`config.mk`:
```
export PLATFORM = sky130hd
export DESIGN_NAME = instrSequencer
export DESIGN_NICKNAME = d
export VERILOG_FILES = /design/src/rtl/seqPkg.sv /design/src/rtl/seqAlu.sv /design/src/rtl/seqDatapath.sv /design/src/rtl/seqControl.sv /design/src/rtl/instrSequencer.sv
export SDC_FILE = /design/constraint.sdc
export NUM_CORES = 1
export LEC_CHECK = 0
export ABC_CLOCK_PERIOD_IN_PS = 5250
export BUFFER_PORTS_ARGS = -buffer_cell sky130_fd_sc_hd__buf_4
export CELL_PAD_IN_SITES_DETAIL_PLACEMENT = 0
export CELL_PAD_IN_SITES_GLOBAL_PLACEMENT = 2
export CORE_ASPECT_RATIO = 1.4
export CORE_MARGIN = 2
export CORE_UTILIZATION = 33
export DETAILED_ROUTE_END_ITERATION = 16
export GPL_TIMING_DRIVEN = 0
export PLACE_DENSITY = 0.86
export SLEW_MARGIN = 30
export SYNTH_ARGS = -nofsm -noshare
export SYNTH_HDL_FRONTEND = slang
export SYNTH_SLANG_ARGS = --single-unit
export TNS_END_PERCENT = 100
```
`constraint.sdc`:
```
create_clock -name clk -period 5.25 [get_ports clk]
set_clock_uncertainty 0.1 [all_clocks]
set_input_delay 0.2625 -clock clk [delete_from_list [all_inputs] [get_ports clk]]
set_output_delay 0.2625 -clock clk [all_outputs]
set_load 0.1 [all_outputs]
```
`src/rtl/seqPkg.sv`:
```
package seqPkg;

  localparam int OPC_W = 4;

  localparam logic [OPC_W-1:0] OP_NOP   = 4'd0;
  localparam logic [OPC_W-1:0] OP_LOAD  = 4'd1;
  localparam logic [OPC_W-1:0] OP_STORE = 4'd2;
  localparam logic [OPC_W-1:0] OP_ADD   = 4'd3;
  localparam logic [OPC_W-1:0] OP_SUB   = 4'd4;
  localparam logic [OPC_W-1:0] OP_AND   = 4'd5;
  localparam logic [OPC_W-1:0] OP_JMP   = 4'd6;
  localparam logic [OPC_W-1:0] OP_CLR   = 4'd7;
  localparam logic [OPC_W-1:0] OP_NOT   = 4'd8;

  typedef enum logic [3:0] {
    S_FETCH0, S_FETCH1, S_FETCH2, S_DECODE,
    S_IND1, S_IND2, S_IND3,
    S_EXEC0, S_EXEC1, S_EXEC2, S_STORE,
    S_INTCHK, S_INT0, S_INT1, S_INT2
  } seqState_t;

  typedef enum logic [2:0] {
    ACC_HOLD, ACC_LOAD, ACC_ADD, ACC_SUB, ACC_AND, ACC_CLR, ACC_NOT
  } accOp_t;

  typedef struct packed {
    logic   marFromPc;
    logic   marFromMbr;
    logic   marFromSp;
    logic   pcInc;
    logic   pcFromMar;
    logic   pcFromHandler;
    logic   mbrFromMem;
    logic   mbrFromAcc;
    logic   mbrFromPc;
    logic   irFromMbr;
    logic   spDec;
    logic   memRd;
    logic   memWr;
    accOp_t accOp;
  } seqStrobes_t;

  function automatic logic usesAddr(input logic [OPC_W-1:0] op);
    return (op == OP_LOAD) || (op == OP_STORE) || (op == OP_ADD) ||
           (op == OP_SUB)  || (op == OP_AND)   || (op == OP_JMP);
  endfunction

  function automatic logic readsOperand(input logic [OPC_W-1:0] op);
    return (op == OP_LOAD) || (op == OP_ADD) || (op == OP_SUB) || (op == OP_AND);
  endfunction

endpackage

```
`src/rtl/seqAlu.sv`:
```
module seqAlu
  import seqPkg::*;
#(
  parameter int DATA_W = 16
) (
  input  accOp_t             op,
  input  logic [DATA_W-1:0]  accIn,
  input  logic [DATA_W-1:0]  operand,
  output logic [DATA_W-1:0]  result
);
  always_comb begin
    unique case (op)
      ACC_LOAD: result = operand;
      ACC_ADD:  result = accIn + operand;
      ACC_SUB:  result = accIn - operand;
      ACC_AND:  result = accIn & operand;
      ACC_CLR:  result = '0;
      ACC_NOT:  result = ~accIn;
      default:  result = accIn;
    endcase
  end
endmodule

```
`src/rtl/seqDatapath.sv`:
```
module seqDatapath
  import seqPkg::*;
#(
  parameter int DATA_W       = 16,
  parameter int ADDR_W       = 11,
  parameter int HANDLER_ADDR = 'h400,
  parameter int SP_INIT      = 'h7FF
) (
  input  logic              clk,
  input  logic              rstN,
  input  seqStrobes_t       strobes,
  input  logic [DATA_W-1:0] memRdData,
  output logic [ADDR_W-1:0] marQ,
  output logic [DATA_W-1:0] mbrQ,
  output logic [ADDR_W-1:0] pcQ,
  output logic [DATA_W-1:0] accQ,
  output logic [DATA_W-1:0] irQ
);
  localparam logic [ADDR_W-1:0] HANDLER_VEC = ADDR_W'(HANDLER_ADDR);
  localparam logic [ADDR_W-1:0] SP_RESET    = ADDR_W'(SP_INIT);
  localparam int                PAD_W       = DATA_W - ADDR_W;

  logic [ADDR_W-1:0] spQ;
  logic [DATA_W-1:0] aluResult;

  seqAlu #(.DATA_W(DATA_W)) uAlu (
    .op      (strobes.accOp),
    .accIn   (accQ),
    .operand (mbrQ),
    .result  (aluResult)
  );

  always_ff @(posedge clk) begin
    if (!rstN) begin
      marQ <= '0;
      mbrQ <= '0;
      pcQ  <= '0;
      accQ <= '0;
      irQ  <= '0;
      spQ  <= SP_RESET;
    end else begin
      if (strobes.marFromPc)       marQ <= pcQ;
      else if (strobes.marFromMbr) marQ <= mbrQ[ADDR_W-1:0];
      else if (strobes.marFromSp)  marQ <= spQ;

      if (strobes.pcFromHandler)   pcQ <= HANDLER_VEC;
      else if (strobes.pcFromMar)  pcQ <= marQ;
      else if (strobes.pcInc)      pcQ <= pcQ + 1'b1;

      if (strobes.mbrFromMem)      mbrQ <= memRdData;
      else if (strobes.mbrFromAcc) mbrQ <= accQ;
      else if (strobes.mbrFromPc)  mbrQ <= {{PAD_W{1'b0}}, pcQ};

      if (strobes.irFromMbr)       irQ <= mbrQ;
      if (strobes.accOp != ACC_HOLD) accQ <= aluResult;
      if (strobes.spDec)           spQ <= spQ - 1'b1;
    end
  end
endmodule

```
`src/rtl/seqControl.sv`:
```
module seqControl
  import seqPkg::*;
(
  input  logic             clk,
  input  logic             rstN,
  input  logic             irqReq,
  input  logic [OPC_W-1:0] mbrOpcode,
  input  logic             mbrIndirect,
  input  logic [OPC_W-1:0] irOpcode,
  output seqStrobes_t      strobes,
  output logic             irqAck,
  output seqState_t        curState
);
  seqState_t nextState;

  always_ff @(posedge clk) begin
    if (!rstN) curState <= S_FETCH0;
    else       curState <= nextState;
  end

  function automatic accOp_t opToAcc(input logic [OPC_W-1:0] op);
    unique case (op)
      OP_LOAD: return ACC_LOAD;
      OP_ADD:  return ACC_ADD;
      OP_SUB:  return ACC_SUB;
      OP_AND:  return ACC_AND;
      OP_CLR:  return ACC_CLR;
      OP_NOT:  return ACC_NOT;
      default: return ACC_HOLD;
    endcase
  endfunction

  always_comb begin
    strobes   = '0;
    irqAck    = 1'b0;
    nextState = curState;
    unique case (curState)
      S_FETCH0: begin
        strobes.marFromPc = 1'b1;
        nextState = S_FETCH1;
      end
      S_FETCH1: begin
        strobes.memRd = 1'b1;
        strobes.pcInc = 1'b1;
        nextState = S_FETCH2;
      end
      S_FETCH2: begin
        strobes.mbrFromMem = 1'b1;
        nextState = S_DECODE;
      end
      S_DECODE: begin
        strobes.irFromMbr  = 1'b1;
        strobes.marFromMbr = 1'b1;
        nextState = (usesAddr(mbrOpcode) && mbrIndirect) ? S_IND1 : S_EXEC0;
      end
      S_IND1: begin
        strobes.memRd = 1'b1;
        nextState = S_IND2;
      end
      S_IND2: begin
        strobes.mbrFromMem = 1'b1;
        nextState = S_IND3;
      end
      S_IND3: begin
        strobes.marFromMbr = 1'b1;
        nextState = S_EXEC0;
      end
      S_EXEC0: begin
        if (readsOperand(irOpcode)) begin
          strobes.memRd = 1'b1;
          nextState = S_EXEC1;
        end else if (irOpcode == OP_STORE) begin
          strobes.mbrFromAcc = 1'b1;
          nextState = S_STORE;
        end else begin
          strobes.pcFromMar = (irOpcode == OP_JMP);
          strobes.accOp     = ((irOpcode == OP_CLR) || (irOpcode == OP_NOT)) ?
                              opToAcc(irOpcode) : ACC_HOLD;
          nextState = S_INTCHK;
        end
      end
      S_EXEC1: begin
        strobes.mbrFromMem = 1'b1;
        nextState = S_EXEC2;
      end
      S_EXEC2: begin
        strobes.accOp = opToAcc(irOpcode);
        nextState = S_INTCHK;
      end
      S_STORE: begin
        strobes.memWr = 1'b1;
        nextState = S_INTCHK;
      end
      S_INTCHK: begin
        nextState = irqReq ? S_INT0 : S_FETCH0;
      end
      S_INT0: begin
        strobes.mbrFromPc = 1'b1;
        strobes.marFromSp = 1'b1;
        nextState = S_INT1;
      end
      S_INT1: begin
        strobes.memWr = 1'b1;
        strobes.spDec = 1'b1;
        nextState = S_INT2;
      end
      S_INT2: begin
        strobes.pcFromHandler = 1'b1;
        irqAck = 1'b1;
        nextState = S_FETCH0;
      end
      default: nextState = S_FETCH0;
    endcase
  end
endmodule

```
`src/rtl/instrSequencer.sv`:
```
module instrSequencer
  import seqPkg::*;
#(
  parameter int DATA_W       = 16,
  parameter int HANDLER_ADDR = 'h400,
  parameter int SP_INIT      = 'h7FF,
  localparam int ADDR_W      = DATA_W - OPC_W - 1
) (
  input  logic              clk,
  input  logic              rstN,
  output logic [ADDR_W-1:0] memAddr,
  output logic              memRd,
  output logic              memWr,
  input  logic [DATA_W-1:0] memRdData,
  output logic [DATA_W-1:0] memWrData,
  input  logic              irqReq,
  output logic              irqAck,
  output logic [ADDR_W-1:0] pcOut,
  output logic [DATA_W-1:0] accOut,
  output logic [DATA_W-1:0] irOut
);
  localparam int IND_BIT = ADDR_W;

  seqStrobes_t       strobes;
  seqState_t         curState;
  logic [DATA_W-1:0] mbrQ;

  seqControl uCtrl (
    .clk         (clk),
    .rstN        (rstN),
    .irqReq      (irqReq),
    .mbrOpcode   (mbrQ[DATA_W-1 -: OPC_W]),
    .mbrIndirect (mbrQ[IND_BIT]),
    .irOpcode    (irOut[DATA_W-1 -: OPC_W]),
    .strobes     (strobes),
    .irqAck      (irqAck),
    .curState    (curState)
  );

  seqDatapath #(
    .DATA_W       (DATA_W),
    .ADDR_W       (ADDR_W),
    .HANDLER_ADDR (HANDLER_ADDR),
    .SP_INIT      (SP_INIT)
  ) uPath (
    .clk       (clk),
    .rstN      (rstN),
    .strobes   (strobes),
    .memRdData (memRdData),
    .marQ      (memAddr),
    .mbrQ      (mbrQ),
    .pcQ       (pcOut),
    .accQ      (accOut),
    .irQ       (irOut)
  );

  assign memRd     = strobes.memRd;
  assign memWr     = strobes.memWr;
  assign memWrData = mbrQ;
endmodule

```
==> out/qor.csv <==
stage,metric,value,unit
setup_path,critPathKind,reg -> reg,
routing,drtAntennaViolNets,0,
place,io_buffer_count,91,
routing,drt-initial-drc-count,490,
layout,drive_gt1_share,17.6,%
place,dp.cells,1089,
run_status,status,finished clean,
global_route,grt_antenna_before_repair,0,
place,dp_hpwl,16600,um
routing,drc,0,
layout,fillers,1888,
synthesis,ys.warnings.count,0,
global_route,grt_pass1_vias,5811,
sta,hold_viol,0,
sta,worst_slew_pin_slew,947,ps
sta,maxSlewViolCount,0,
setup_path,crit_top_cell,ha_1,
sta,slew-limit-headroom,36.4,%
flow_run,drv_cap,0,
clock_tree,cts_buffer_depth,2,
setup_path,critPathMaxFanout,10,
sta,final.setup.tns,0,ps
layout,layout_commonest_cell,nand2_1,
synthesis,synthAdderAreaFrac,5.34,%
synthesis,ys.flop_type,dfxtp_1,
min_path,holdPathStages,3,
setup_path,required,5380,ps
layout,nets,907,
sta,finalCritPeriodShare,91.5,%
synthesis,synth-seq-cells,85,
routing,vias,5968,
synthesis,ys_seq_area_share,29.5,%
synthesis,synth_compound_area_share,25.8,%
layout,diodes,0,
clock_tree,cts_tree,done,
floorplan,die_h,160,um
sta,fin_hold_ws,37.3,ps
clock_tree,h-tree-depth,3,
synthesis,synth_simple_gate_area_share,23.9,%
synthesis,syn_area,5770,um^2
clock_tree,clk_pin_slew_worst_paths,80,ps
routing,wl_per_cell,19.5,um
setup_path,timing.critical_path.from_type,register,
pwr,powerDensity,304,nW/um^2
setup_path,arrival,4930,ps
floorplan,die-area,18600,um^2
sta,rsz0062_at_grt,no,
floorplan,core-area,17300,um^2
place,globalplace.congestion,0.892,
global_route,grt_usage,23.5,%
global_route,grt-ovfl-total,0,
pwr,max-vdd-ir-drop,0.160,mV
floorplan,num_rows,57,
global_route,grt_max_degree,18,
global_route,grt_pass1_wl,33300,um
routing,via_per_inst,5.40,
clock_tree,insertion_delay,360,ps
routing,drt-pass1-iter-count,5,
clock_tree,cts_setup_buffers,0,
setup_path,reg2reg_depth,21,
floorplan,initial_utilization,33.4,%
setup_path,crit_chain,nand4bb_1 > nand2_1 > nand3_1 > o31ai_1 > a2bb2oi_1 > or2_2 > inv_1 > ha_1 > and2_0 > clkbuf_1 > buf_2 > nor2_1 > xnor2_1 > ha_1 > nor2b_1 > o21a_1 > o21ai_1 > o31ai_4 > xor2_1 > a221oi_1 > o22ai_1,
synthesis,netlist_instances,762,
setup_path,crit_slowest_cell,o21ai_1,
synthesis,synth.distinct_cells,78,
sta,setup_viol,0,
synthesis,syn_area_per_cell,7.57,um^2
synthesis,synth.area.mux_share,4.10,%
routing,wl,21500,um
layout,finalNonFillerCells,1105,
setup_path,critPathMaxStageDelay,400,ps
clock_tree,cts_buffers,9,
sta,fmax,208,MHz
pwr,power_leakage,2.87,nW
layout,layout_common_cells,"nand2_1 (112), buf_4 (95), dfxtp_1 (85)",
min_path,min_path_type,in -> reg,
clock_tree,cts-resized-gates,0,
synthesis,synth-edff-count,0,
synthesis,synth_async_sr_flop_share,0,%
synthesis,synth_xor_area_share,5.47,%
floorplan,die_w,116,um
layout,area_growth,22.8,%
floorplan,io_pins,92,
clock_tree,cts_sinks,85,
synthesis,synth_top_family_by_area,compound AO/OA/AOI/OAI gates,
pwr,finalPower,0.00215,W
clock_tree,clockRootBuffer,clkbuf_16,
sta,layout_min_cycle_time,4800,ps
clock_tree,cts_hold_buf,0,
synthesis,synth_nets,805,
setup_path,end_kind,register,
==> routing by layer <==
metal	GRT usage, %	up-vias	share of wire (%)
met2	41.5	157	52
met4	8.06	0	2.6
li1	-	2957	-
met1	28.9	2816	42
met5	0	-	0
met3	3.13	38	3.7
==> state kept, by name, summed over array words and instances (netlist names) <==
register,count
uPath.accQ,16
uPath.pcQ,11
uPath.marQ,11
uPath.irQ,16
uCtrl.curState,4
uPath.mbrQ,16
uPath.spQ,11
==> logic make-up (layout without fill, tap and decap cells) <==
group	count (synthesis)	in the layout
compound gates	227	227
simple gates	293	293
buf+inv	74	181
flops	85	85
xor+xnor	36	36
fa+ha+maj	24	24
mux	23	23
==> report_power, final <==
part	total (W)	switching, W	internal (W)	leakage (nW)
registers	0.000700	0.0000307	0.000669	0.689
logic	0.000743	0.000500	0.000243	2.02
clock network	0.000708	0.000325	0.000383	0.152
total	0.00215	0.000855	0.00129	2.87
==> critical path, delay by kind of cell (launching register included) <==
kind	cells	cell delay, ps
and+or+nand+nor	7	1380
AOI/OAI and AO/OA	7	1290
adders and majority gates	2	620
buffers and inverters	3	590
DFF	1	380
xor gates and xnor gates	2	300
==> area by class of cell <==
| type | instances | area [um^2] | share of cell area, % |
|---|---|---|---|
| tap | 236 | 295 | 4.17 |
| timing repair buffer | 91 | 683 | 9.65 |
| clock inverter | 7 | 88.8 | 1.25 |
| multi-input combinational | 603 | 3750 | 52.9 |
| clock buffer | 9 | 225 | 3.18 |
| buffer | 53 | 260 | 3.68 |
| sequential | 85 | 1700 | 24.0 |
| inverter | 21 | 78.8 | 1.11 |
==> cell usage after synthesis, drive strengths merged (19+ instances only) <==
| library cell | count | share of area [%] |
|---|---|---|
| inv | 20 | 1.3 |
| o21ai | 56 | 5.1 |
| nand2 | 112 | 7.3 |
| a21oi | 72 | 6.2 |
| nor2 | 81 | 5.3 |
| nor3 | 28 | 3.1 |
| mux2i | 21 | 3.6 |
| nand3 | 19 | 1.6 |
| xnor2 | 23 | 3.5 |
| clkbuf | 33 | 2.2 |
| buf | 20 | 2.3 |
| ha | 23 | 5.0 |
| dfxtp | 85 | 30 |
==> worst paths after layout <==
path | startpoint | to | slack (ps)
max | uCtrl.curState[2] | uPath.accQ[10] | 450
min | memRdData[11] | uPath.mbrQ[11] | 40
max reg2reg | uCtrl.curState[2] | uPath.accQ[10] | 450
min reg2reg | uPath.irQ[4] | uPath.irQ[4] | 360
==> metrics by stage <==
stage | utilization [%] | setup WS, ps | instance area, um^2
3_3_place_gp | 39.1 | 174 | 6750
6_report | 41.0 | 448 | 7080
2_1_floorplan | - | 558 | 5770
3_5_place_dp | 39.1 | 159 | 6750
5_1_grt | 41.0 | 20.8 | 7080
4_1_cts | 40.9 | 132 | 7060
No activity file was read; power rests on OpenSTA's default activity.
